File: config.mk
export PLATFORM = sky130hd
export DESIGN_NAME = patfill_engine
export DESIGN_NICKNAME = d
export VERILOG_FILES = /design/src/rtl/patfill_pkg.sv /design/src/rtl/patfill_pattern.sv /design/src/rtl/patfill_seq.sv /design/src/rtl/patfill_cmp.sv /design/src/rtl/patfill_engine.sv
export SDC_FILE = /design/constraint.sdc
export NUM_CORES = 1
export LEC_CHECK = 0
export ABC_AREA = 0
export BUFFER_PORTS_ARGS = -buffer_cell sky130_fd_sc_hd__clkbuf_2
export CAP_MARGIN = 20
export CORE_ASPECT_RATIO = 0.8
export CORE_MARGIN = 2
export CORE_UTILIZATION = 38
export CTS_CLUSTER_DIAMETER = 30
export DETAILED_ROUTE_END_ITERATION = 10
export PLACE_DENSITY = 0.62
export SLEW_MARGIN = 5
export SYNTH_ARGS = -nofsm -noshare
export SYNTH_HDL_FRONTEND = slang
export SYNTH_HIERARCHICAL = 1
export SYNTH_SLANG_ARGS = --single-unit
File: constraint.sdc
create_clock -name clk -period 3.1 [get_ports clk]
set_input_delay 0.31 -clock clk [delete_from_list [all_inputs] [get_ports clk]]
set_output_delay 0.31 -clock clk [all_outputs]
set_load 0.01 [all_outputs]
File: src/rtl/patfill_pkg.sv
package patfill_pkg;

    typedef enum logic [1:0] {
        MODE_FILL        = 2'b00,
        MODE_VERIFY      = 2'b01,
        MODE_FILL_VERIFY = 2'b10,
        MODE_ZERO        = 2'b11
    } pf_mode_e;

    typedef enum logic [1:0] {
        ST_IDLE    = 2'b00,
        ST_WRITE   = 2'b01,
        ST_RD_REQ  = 2'b10,
        ST_RD_WAIT = 2'b11
    } pf_state_e;

    // nibble used on even addresses; odd addresses take its complement
    function automatic logic [3:0] pf_even_nibble(input logic [1:0] sel);
        logic [3:0] n;
        case (sel)
            2'b00:   n = 4'h0;
            2'b01:   n = 4'hA;
            2'b10:   n = 4'h3;
            default: n = 4'h6;
        endcase
        return n;
    endfunction

endpackage

File: src/rtl/patfill_pattern.sv
module patfill_pattern #(
    parameter int DATA_W = 32
) (
    input  logic [1:0]        sel_i,
    input  logic              zero_i,
    input  logic              odd_i,
    output logic [DATA_W-1:0] data_o
);
    import patfill_pkg::*;

    localparam int NIBS = DATA_W / 4;

    logic [3:0] nib;

    always_comb begin
        if (zero_i) begin
            nib = 4'h0;
        end else if (odd_i) begin
            nib = ~pf_even_nibble(sel_i);
        end else begin
            nib = pf_even_nibble(sel_i);
        end
    end

    generate
        for (genvar g = 0; g < NIBS; g++) begin : g_rep
            assign data_o[4*g +: 4] = nib;
        end
    endgenerate

endmodule

File: src/rtl/patfill_seq.sv
module patfill_seq #(
    parameter int ADDR_W = 16
) (
    input  logic              clk,
    input  logic              rst_n,
    input  logic [ADDR_W-1:0] cfg_start_addr,
    input  logic [ADDR_W-1:0] cfg_end_addr,
    input  logic [1:0]        cfg_pattern,
    input  logic [1:0]        cfg_mode,
    input  logic              cmd_start,
    input  logic              mem_rvalid,
    output logic [ADDR_W-1:0] addr_o,
    output logic [1:0]        sel_o,
    output logic              zero_o,
    output logic              we_o,
    output logic              re_o,
    output logic              busy_o,
    output logic              done_o,
    output logic              cfg_err_o,
    output logic              clear_o,
    output logic              check_o
);
    import patfill_pkg::*;

    typedef struct packed {
        pf_state_e         state;
        pf_mode_e          mode;
        logic [1:0]        sel;
        logic [ADDR_W-1:0] addr;
        logic [ADDR_W-1:0] first;
        logic [ADDR_W-1:0] last;
        logic              done;
        logic              cfg_err;
    } seq_t;

    seq_t seq_d, seq_q;
    logic at_last;

    assign at_last = (seq_q.addr == seq_q.last);

    always_comb begin
        seq_d   = seq_q;
        seq_d.done = 1'b0;
        clear_o = 1'b0;
        check_o = 1'b0;
        case (seq_q.state)
            ST_IDLE: begin
                if (cmd_start) begin
                    clear_o = 1'b1;
                    if (cfg_end_addr < cfg_start_addr) begin
                        seq_d.cfg_err = 1'b1;
                    end else begin
                        seq_d.cfg_err = 1'b0;
                        seq_d.mode    = pf_mode_e'(cfg_mode);
                        seq_d.sel     = cfg_pattern;
                        seq_d.first   = cfg_start_addr;
                        seq_d.last    = cfg_end_addr;
                        seq_d.addr    = cfg_start_addr;
                        seq_d.state   = (pf_mode_e'(cfg_mode) == MODE_VERIFY) ? ST_RD_REQ : ST_WRITE;
                    end
                end
            end
            ST_WRITE: begin
                if (at_last) begin
                    if (seq_q.mode == MODE_FILL_VERIFY) begin
                        seq_d.state = ST_RD_REQ;
                        seq_d.addr  = seq_q.first;
                    end else begin
                        seq_d.state = ST_IDLE;
                        seq_d.done  = 1'b1;
                    end
                end else begin
                    seq_d.addr = seq_q.addr + 1'b1;
                end
            end
            ST_RD_REQ: begin
                seq_d.state = ST_RD_WAIT;
            end
            ST_RD_WAIT: begin
                if (mem_rvalid) begin
                    check_o = 1'b1;
                    if (at_last) begin
                        seq_d.state = ST_IDLE;
                        seq_d.done  = 1'b1;
                    end else begin
                        seq_d.addr  = seq_q.addr + 1'b1;
                        seq_d.state = ST_RD_REQ;
                    end
                end
            end
            default: seq_d.state = ST_IDLE;
        endcase
    end

    always_ff @(posedge clk) begin
        if (!rst_n) begin
            seq_q <= '{state: ST_IDLE, mode: MODE_FILL, default: '0};
        end else begin
            seq_q <= seq_d;
        end
    end

    assign addr_o    = seq_q.addr;
    assign sel_o     = seq_q.sel;
    assign zero_o    = (seq_q.mode == MODE_ZERO);
    assign we_o      = (seq_q.state == ST_WRITE);
    assign re_o      = (seq_q.state == ST_RD_REQ);
    assign busy_o    = (seq_q.state != ST_IDLE);
    assign done_o    = seq_q.done;
    assign cfg_err_o = seq_q.cfg_err;

endmodule

File: src/rtl/patfill_cmp.sv
module patfill_cmp #(
    parameter int ADDR_W = 16,
    parameter int DATA_W = 32
) (
    input  logic              clk,
    input  logic              rst_n,
    input  logic              clear_i,
    input  logic              check_i,
    input  logic [ADDR_W-1:0] addr_i,
    input  logic [DATA_W-1:0] expect_i,
    input  logic [DATA_W-1:0] rdata_i,
    output logic              err_o,
    output logic [ADDR_W-1:0] err_addr_o
);
    typedef struct packed {
        logic              err;
        logic [ADDR_W-1:0] addr;
    } cmp_t;

    cmp_t cmp_d, cmp_q;

    always_comb begin
        cmp_d = cmp_q;
        if (clear_i) begin
            cmp_d = '0;
        end else if (check_i && (rdata_i != expect_i) && !cmp_q.err) begin
            cmp_d.err  = 1'b1;
            cmp_d.addr = addr_i;
        end
    end

    always_ff @(posedge clk) begin
        if (!rst_n) begin
            cmp_q <= '0;
        end else begin
            cmp_q <= cmp_d;
        end
    end

    assign err_o      = cmp_q.err;
    assign err_addr_o = cmp_q.addr;

endmodule

File: src/rtl/patfill_engine.sv
module patfill_engine #(
    parameter int ADDR_W = 16,
    parameter int DATA_W = 32
) (
    input  logic              clk,
    input  logic              rst_n,
    input  logic [ADDR_W-1:0] cfg_start_addr,
    input  logic [ADDR_W-1:0] cfg_end_addr,
    input  logic [1:0]        cfg_pattern,
    input  logic [1:0]        cfg_mode,
    input  logic              cmd_start,
    output logic              busy,
    output logic              done,
    output logic              err_mismatch,
    output logic [ADDR_W-1:0] err_addr,
    output logic              err_cfg,
    output logic [ADDR_W-1:0] mem_addr,
    output logic [DATA_W-1:0] mem_wdata,
    output logic              mem_we,
    output logic              mem_re,
    input  logic [DATA_W-1:0] mem_rdata,
    input  logic              mem_rvalid
);
    logic [ADDR_W-1:0] cur_addr;
    logic [1:0]        cur_sel;
    logic              cur_zero;
    logic              clear;
    logic              check;
    logic [DATA_W-1:0] pat_word;

    patfill_seq #(.ADDR_W(ADDR_W)) seq_i (
        .clk            (clk),
        .rst_n          (rst_n),
        .cfg_start_addr (cfg_start_addr),
        .cfg_end_addr   (cfg_end_addr),
        .cfg_pattern    (cfg_pattern),
        .cfg_mode       (cfg_mode),
        .cmd_start      (cmd_start),
        .mem_rvalid     (mem_rvalid),
        .addr_o         (cur_addr),
        .sel_o          (cur_sel),
        .zero_o         (cur_zero),
        .we_o           (mem_we),
        .re_o           (mem_re),
        .busy_o         (busy),
        .done_o         (done),
        .cfg_err_o      (err_cfg),
        .clear_o        (clear),
        .check_o        (check)
    );

    patfill_pattern #(.DATA_W(DATA_W)) pat_i (
        .sel_i  (cur_sel),
        .zero_i (cur_zero),
        .odd_i  (cur_addr[0]),
        .data_o (pat_word)
    );

    patfill_cmp #(.ADDR_W(ADDR_W), .DATA_W(DATA_W)) cmp_i (
        .clk        (clk),
        .rst_n      (rst_n),
        .clear_i    (clear),
        .check_i    (check),
        .addr_i     (cur_addr),
        .expect_i   (pat_word),
        .rdata_i    (mem_rdata),
        .err_o      (err_mismatch),
        .err_addr_o (err_addr)
    );

    assign mem_addr  = cur_addr;
    assign mem_wdata = pat_word;

endmodule

==> run summary <==
The leakage power summed over all cells was 0.00258 uW; the Yosys warning count was 6. In this run, the number of DRC markers left after iteration 0 of detailed routing was 205. The antenna diode instance count was 0; the number of nets produced by synthesis was 608. The die is 105 um tall. The H-tree was split into 3 levels. The core region is 12,700 sq um.

Required time of the critical path: 3.32 ns. The combined global-route utilization of all metal layers was 18.9%. The logs give 2 for the maximum root-to-sink buffer count and 802 for the number of non-filler instances in the completed layout. For the pin with the worst max-slew slack, the measured transition is 0.825 ns. Most common flop cell mapped by yosys: sky130_fd_sc_hd__dfxtp_1.

Setup repair after global routing left no endpoint under its margin. During I/O placement, the number of pins put on the boundary was 142. The tools report the number of buffers inserted by hold repair at cts as 0. The later pin in the worst-skew pair is clocked with a latency of 0.33 ns. Measured against its own limit, the worst slew margin works out to 45.0%.

Post-CTS timing repair inserted 0 buffers for setup. Across all layers, the routed design uses 3,950 vias. For the number of global-route vias before repair, the log shows 3,860.

IR analysis of the VDD net gives a maximum drop of 0.256 mV. Adding up every negative setup slack in the final design gives 0 ns. For the number of antenna violations at the first check in global routing, the log shows 0. The first-pass GRT wire length came out at 20.1 mm. After clock tree synthesis, the repair step resized 0 gates. For this configuration, the core starts out at a cell density of 38.5%. The average footprint of a synthesized cell works out to 9.39 sq um.

The run gives 786 as the number of placed instances, taps included. The tools report the buffer type at the clock tree root as sky130_fd_sc_hd__clkbuf_16. After detailed routing, the number of vias per cell comes to 4.93. The flow ran to the end, and the final reports show no timing, DRC or antenna violations.

The global placement routability congestion is 0.864. The final number of max-transition violations came out at 0. TritonCTS built the clock tree. The tools report the startpoint class of the critical path as a register. The fmax is 369 MHz, and the clock-pin slew of the registers on the worst-case setup and hold paths is 0.05 ns. After synthesis, the netlist uses 51 different library cells.

The logs give 0 for the total congestion overflow after global routing and 0 for the count of maximum capacitance violations. The top cell types in the final layout, fill and taps aside, are 141 x sky130_fd_sc_hd__clkbuf_2, 73 x sky130_fd_sc_hd__dfxtp_1, 57 x sky130_fd_sc_hd__mux2i_1. Post-route DRC violation count: 0.

For this run, the register share of the synthesized area comes to 29.9%. Entering global routing, the biggest net connects 44 pins. Of all nets on the critical path, the largest fanout is 13. The library cell used most frequently in the layout, excluding fill and tap cells, is sky130_fd_sc_hd__clkbuf_2. In the synthesized netlist, the number of instances is 520. After synthesis the netlist holds a flip-flop and latch count of 73.

The first detailed-routing pass took 4 iterations. For this run, asynchronously set or reset flops after synthesis account for 0%. After filler insertion, the fill cell instance count of the layout stands at 1,261. The mapped netlist covers 4880 sq um. The post-route minimum period is 2.71 ns, and the number of enable-type register cells in the synthesized netlist is 0.

Setup violations remaining at the end of the flow were counted as 0. In the final routed layout, each cell accounts on average for 16.1 um. The die is 131 um wide. Dividing the final minimum period by the clock period gives 87.3%.

Input and output buffers added on the ports amount to 141. The worst clock skew came out at 0.00427 ns. Power spread over the standard cell area amounts to 446 nW/um^2.

Summed over all nets, the half-perimeter wirelength after detailed placement is 9.77 mm. Relative to the synthesized area, the layout overhead comes to 17.7%. Summed over all layers, the routed wires come to 12.9 mm. Nature of the critical path endpoint: a register. For the worst setup path, the data arrival time is 2.93 ns.

The post-route netlist has 35.6% of its cells at a drive strength greater than 1. For the final-report hold violation count, the log shows 0. The die covers 13,800 sq um. The critical path in this run is classified as reg2reg. The run gives 0 as the number of nets still failing antenna checks after routing. The tools report the row count as 37. The tightest min-delay check is of the in2reg type. The net count of the finished layout is 710.

The number of clock sinks is 73. In this run, CTS created clock tree buffers numbering 9.
-- Yosys cell counts (10+ instances only) --
| library cell | instances | area [sq um] |
|---|---|---|
| sky130_fd_sc_hd__a22o_1 | 18 | 158 |
| sky130_fd_sc_hd__a22o_2 | 14 | 140 |
| sky130_fd_sc_hd__buf_4 | 49 | 368 |
| sky130_fd_sc_hd__dfxtp_1 | 73 | 1460 |
| sky130_fd_sc_hd__ha_1 | 16 | 200 |
| sky130_fd_sc_hd__inv_1 | 20 | 75.1 |
| sky130_fd_sc_hd__mux2_2 | 15 | 169 |
| sky130_fd_sc_hd__mux2i_1 | 57 | 571 |
| sky130_fd_sc_hd__nand2_1 | 43 | 161 |
| sky130_fd_sc_hd__nand4_1 | 15 | 93.8 |
| sky130_fd_sc_hd__nor2_1 | 10 | 37.5 |
| sky130_fd_sc_hd__nor2b_1 | 40 | 250 |
| sky130_fd_sc_hd__xnor2_1 | 45 | 394 |
| sky130_fd_sc_hd__xor2_1 | 16 | 140 |
-- power by group --
group | total [uW] | leakage (uW) | switching (uW) | internal, uW
sequential | 1000 | 0.000592 | 27.1 | 974
combinational | 597 | 0.00185 | 316 | 281
clock | 961 | 0.000139 | 380 | 581
-- path summary, 6_finish.rpt --
kind	start	endpoint	slack, ns	depth (start not counted)
hold / removal	cfg_pattern[0]	seq_i/sel_o[0]	0.25	3
setup / recovery	seq_i/addr_o[5]	seq_i/addr_o[15]	0.39	8
setup reg to reg	seq_i/addr_o[5]	seq_i/addr_o[15]	0.39	8
hold reg to reg	cmp_i/err_addr_o[15]	cmp_i/err_addr_o[15]	0.46	2
-- critical path: stages, from the launching register on --
cell and delay, ns:
sky130_fd_sc_hd__dfxtp_1 0.49, sky130_fd_sc_hd__xor2_1 0.15, sky130_fd_sc_hd__nor4_1 0.42, sky130_fd_sc_hd__nand4_2 0.33
sky130_fd_sc_hd__nor2_4 0.29, sky130_fd_sc_hd__buf_12 0.19, sky130_fd_sc_hd__mux2_2 0.34, sky130_fd_sc_hd__a22o_2 0.21
sky130_fd_sc_hd__a22o_1 0.18
-- cells by family after synthesis --
group                      synth area share, %
and+or+nand+nor                           16.7
xor gates and xnor gates                  11.3
buffers and inverters                     12.6
adders and majority gates                 4.10
DFF                                       29.9
muxes                                     15.1
AOI/OAI and AO/OA                         10.2
-- per-layer routing --
metal / track usage [%] / share of wire [%] / up-vias / wire length [um]
li1: - / - / 1944 / -
met1: 26.0 / 47 / 1894 / 6130
met2: 29.3 / 46 / 103 / 5880
met3: 4.06 / 5.9 / 9 / 766
met4: 6.16 / 0.94 / 0 / 121
met5: 0 / 0 / - / 0
-- flip-flops by register name (all words and copies together), names as in the netlist --
register,flops
cmp_i/err_addr_o,16
seq_i/cfg_err_o,1
cmp_i/err_o,1
seq_i/seq_q,36
seq_i/addr_o,16
seq_i/done_o,1
seq_i/sel_o,2
-- layout make-up --
type / instances / area [sq um] / share of cell area (%)
clock buffer: 13 / 260 / 4.53
clock inverter: 3 / 15.0 / 0.261
inverter: 20 / 75.1 / 1.31
multi-input combinational: 355 / 2820 / 49.1
sequential: 73 / 1460 / 25.4
tap: 175 / 219 / 3.81
timing repair buffer: 163 / 896 / 15.6
-- metrics by stage --
stage	hold WS, ns	area (sq um)	total power, uW	setup slack [ns]	util, %
after floorplan	0.477	4880	1450	0.282	-
after global placement	0.444	5470	1600	0.462	43.1
after detailed placement	0.451	5470	1620	0.434	43.1
after CTS	0.243	5750	2590	0.418	45.3
after global routing	0.267	5750	2680	0.257	45.3
final	0.250	5750	2560	0.393	45.3
Power figures use the tool's default switching activity.
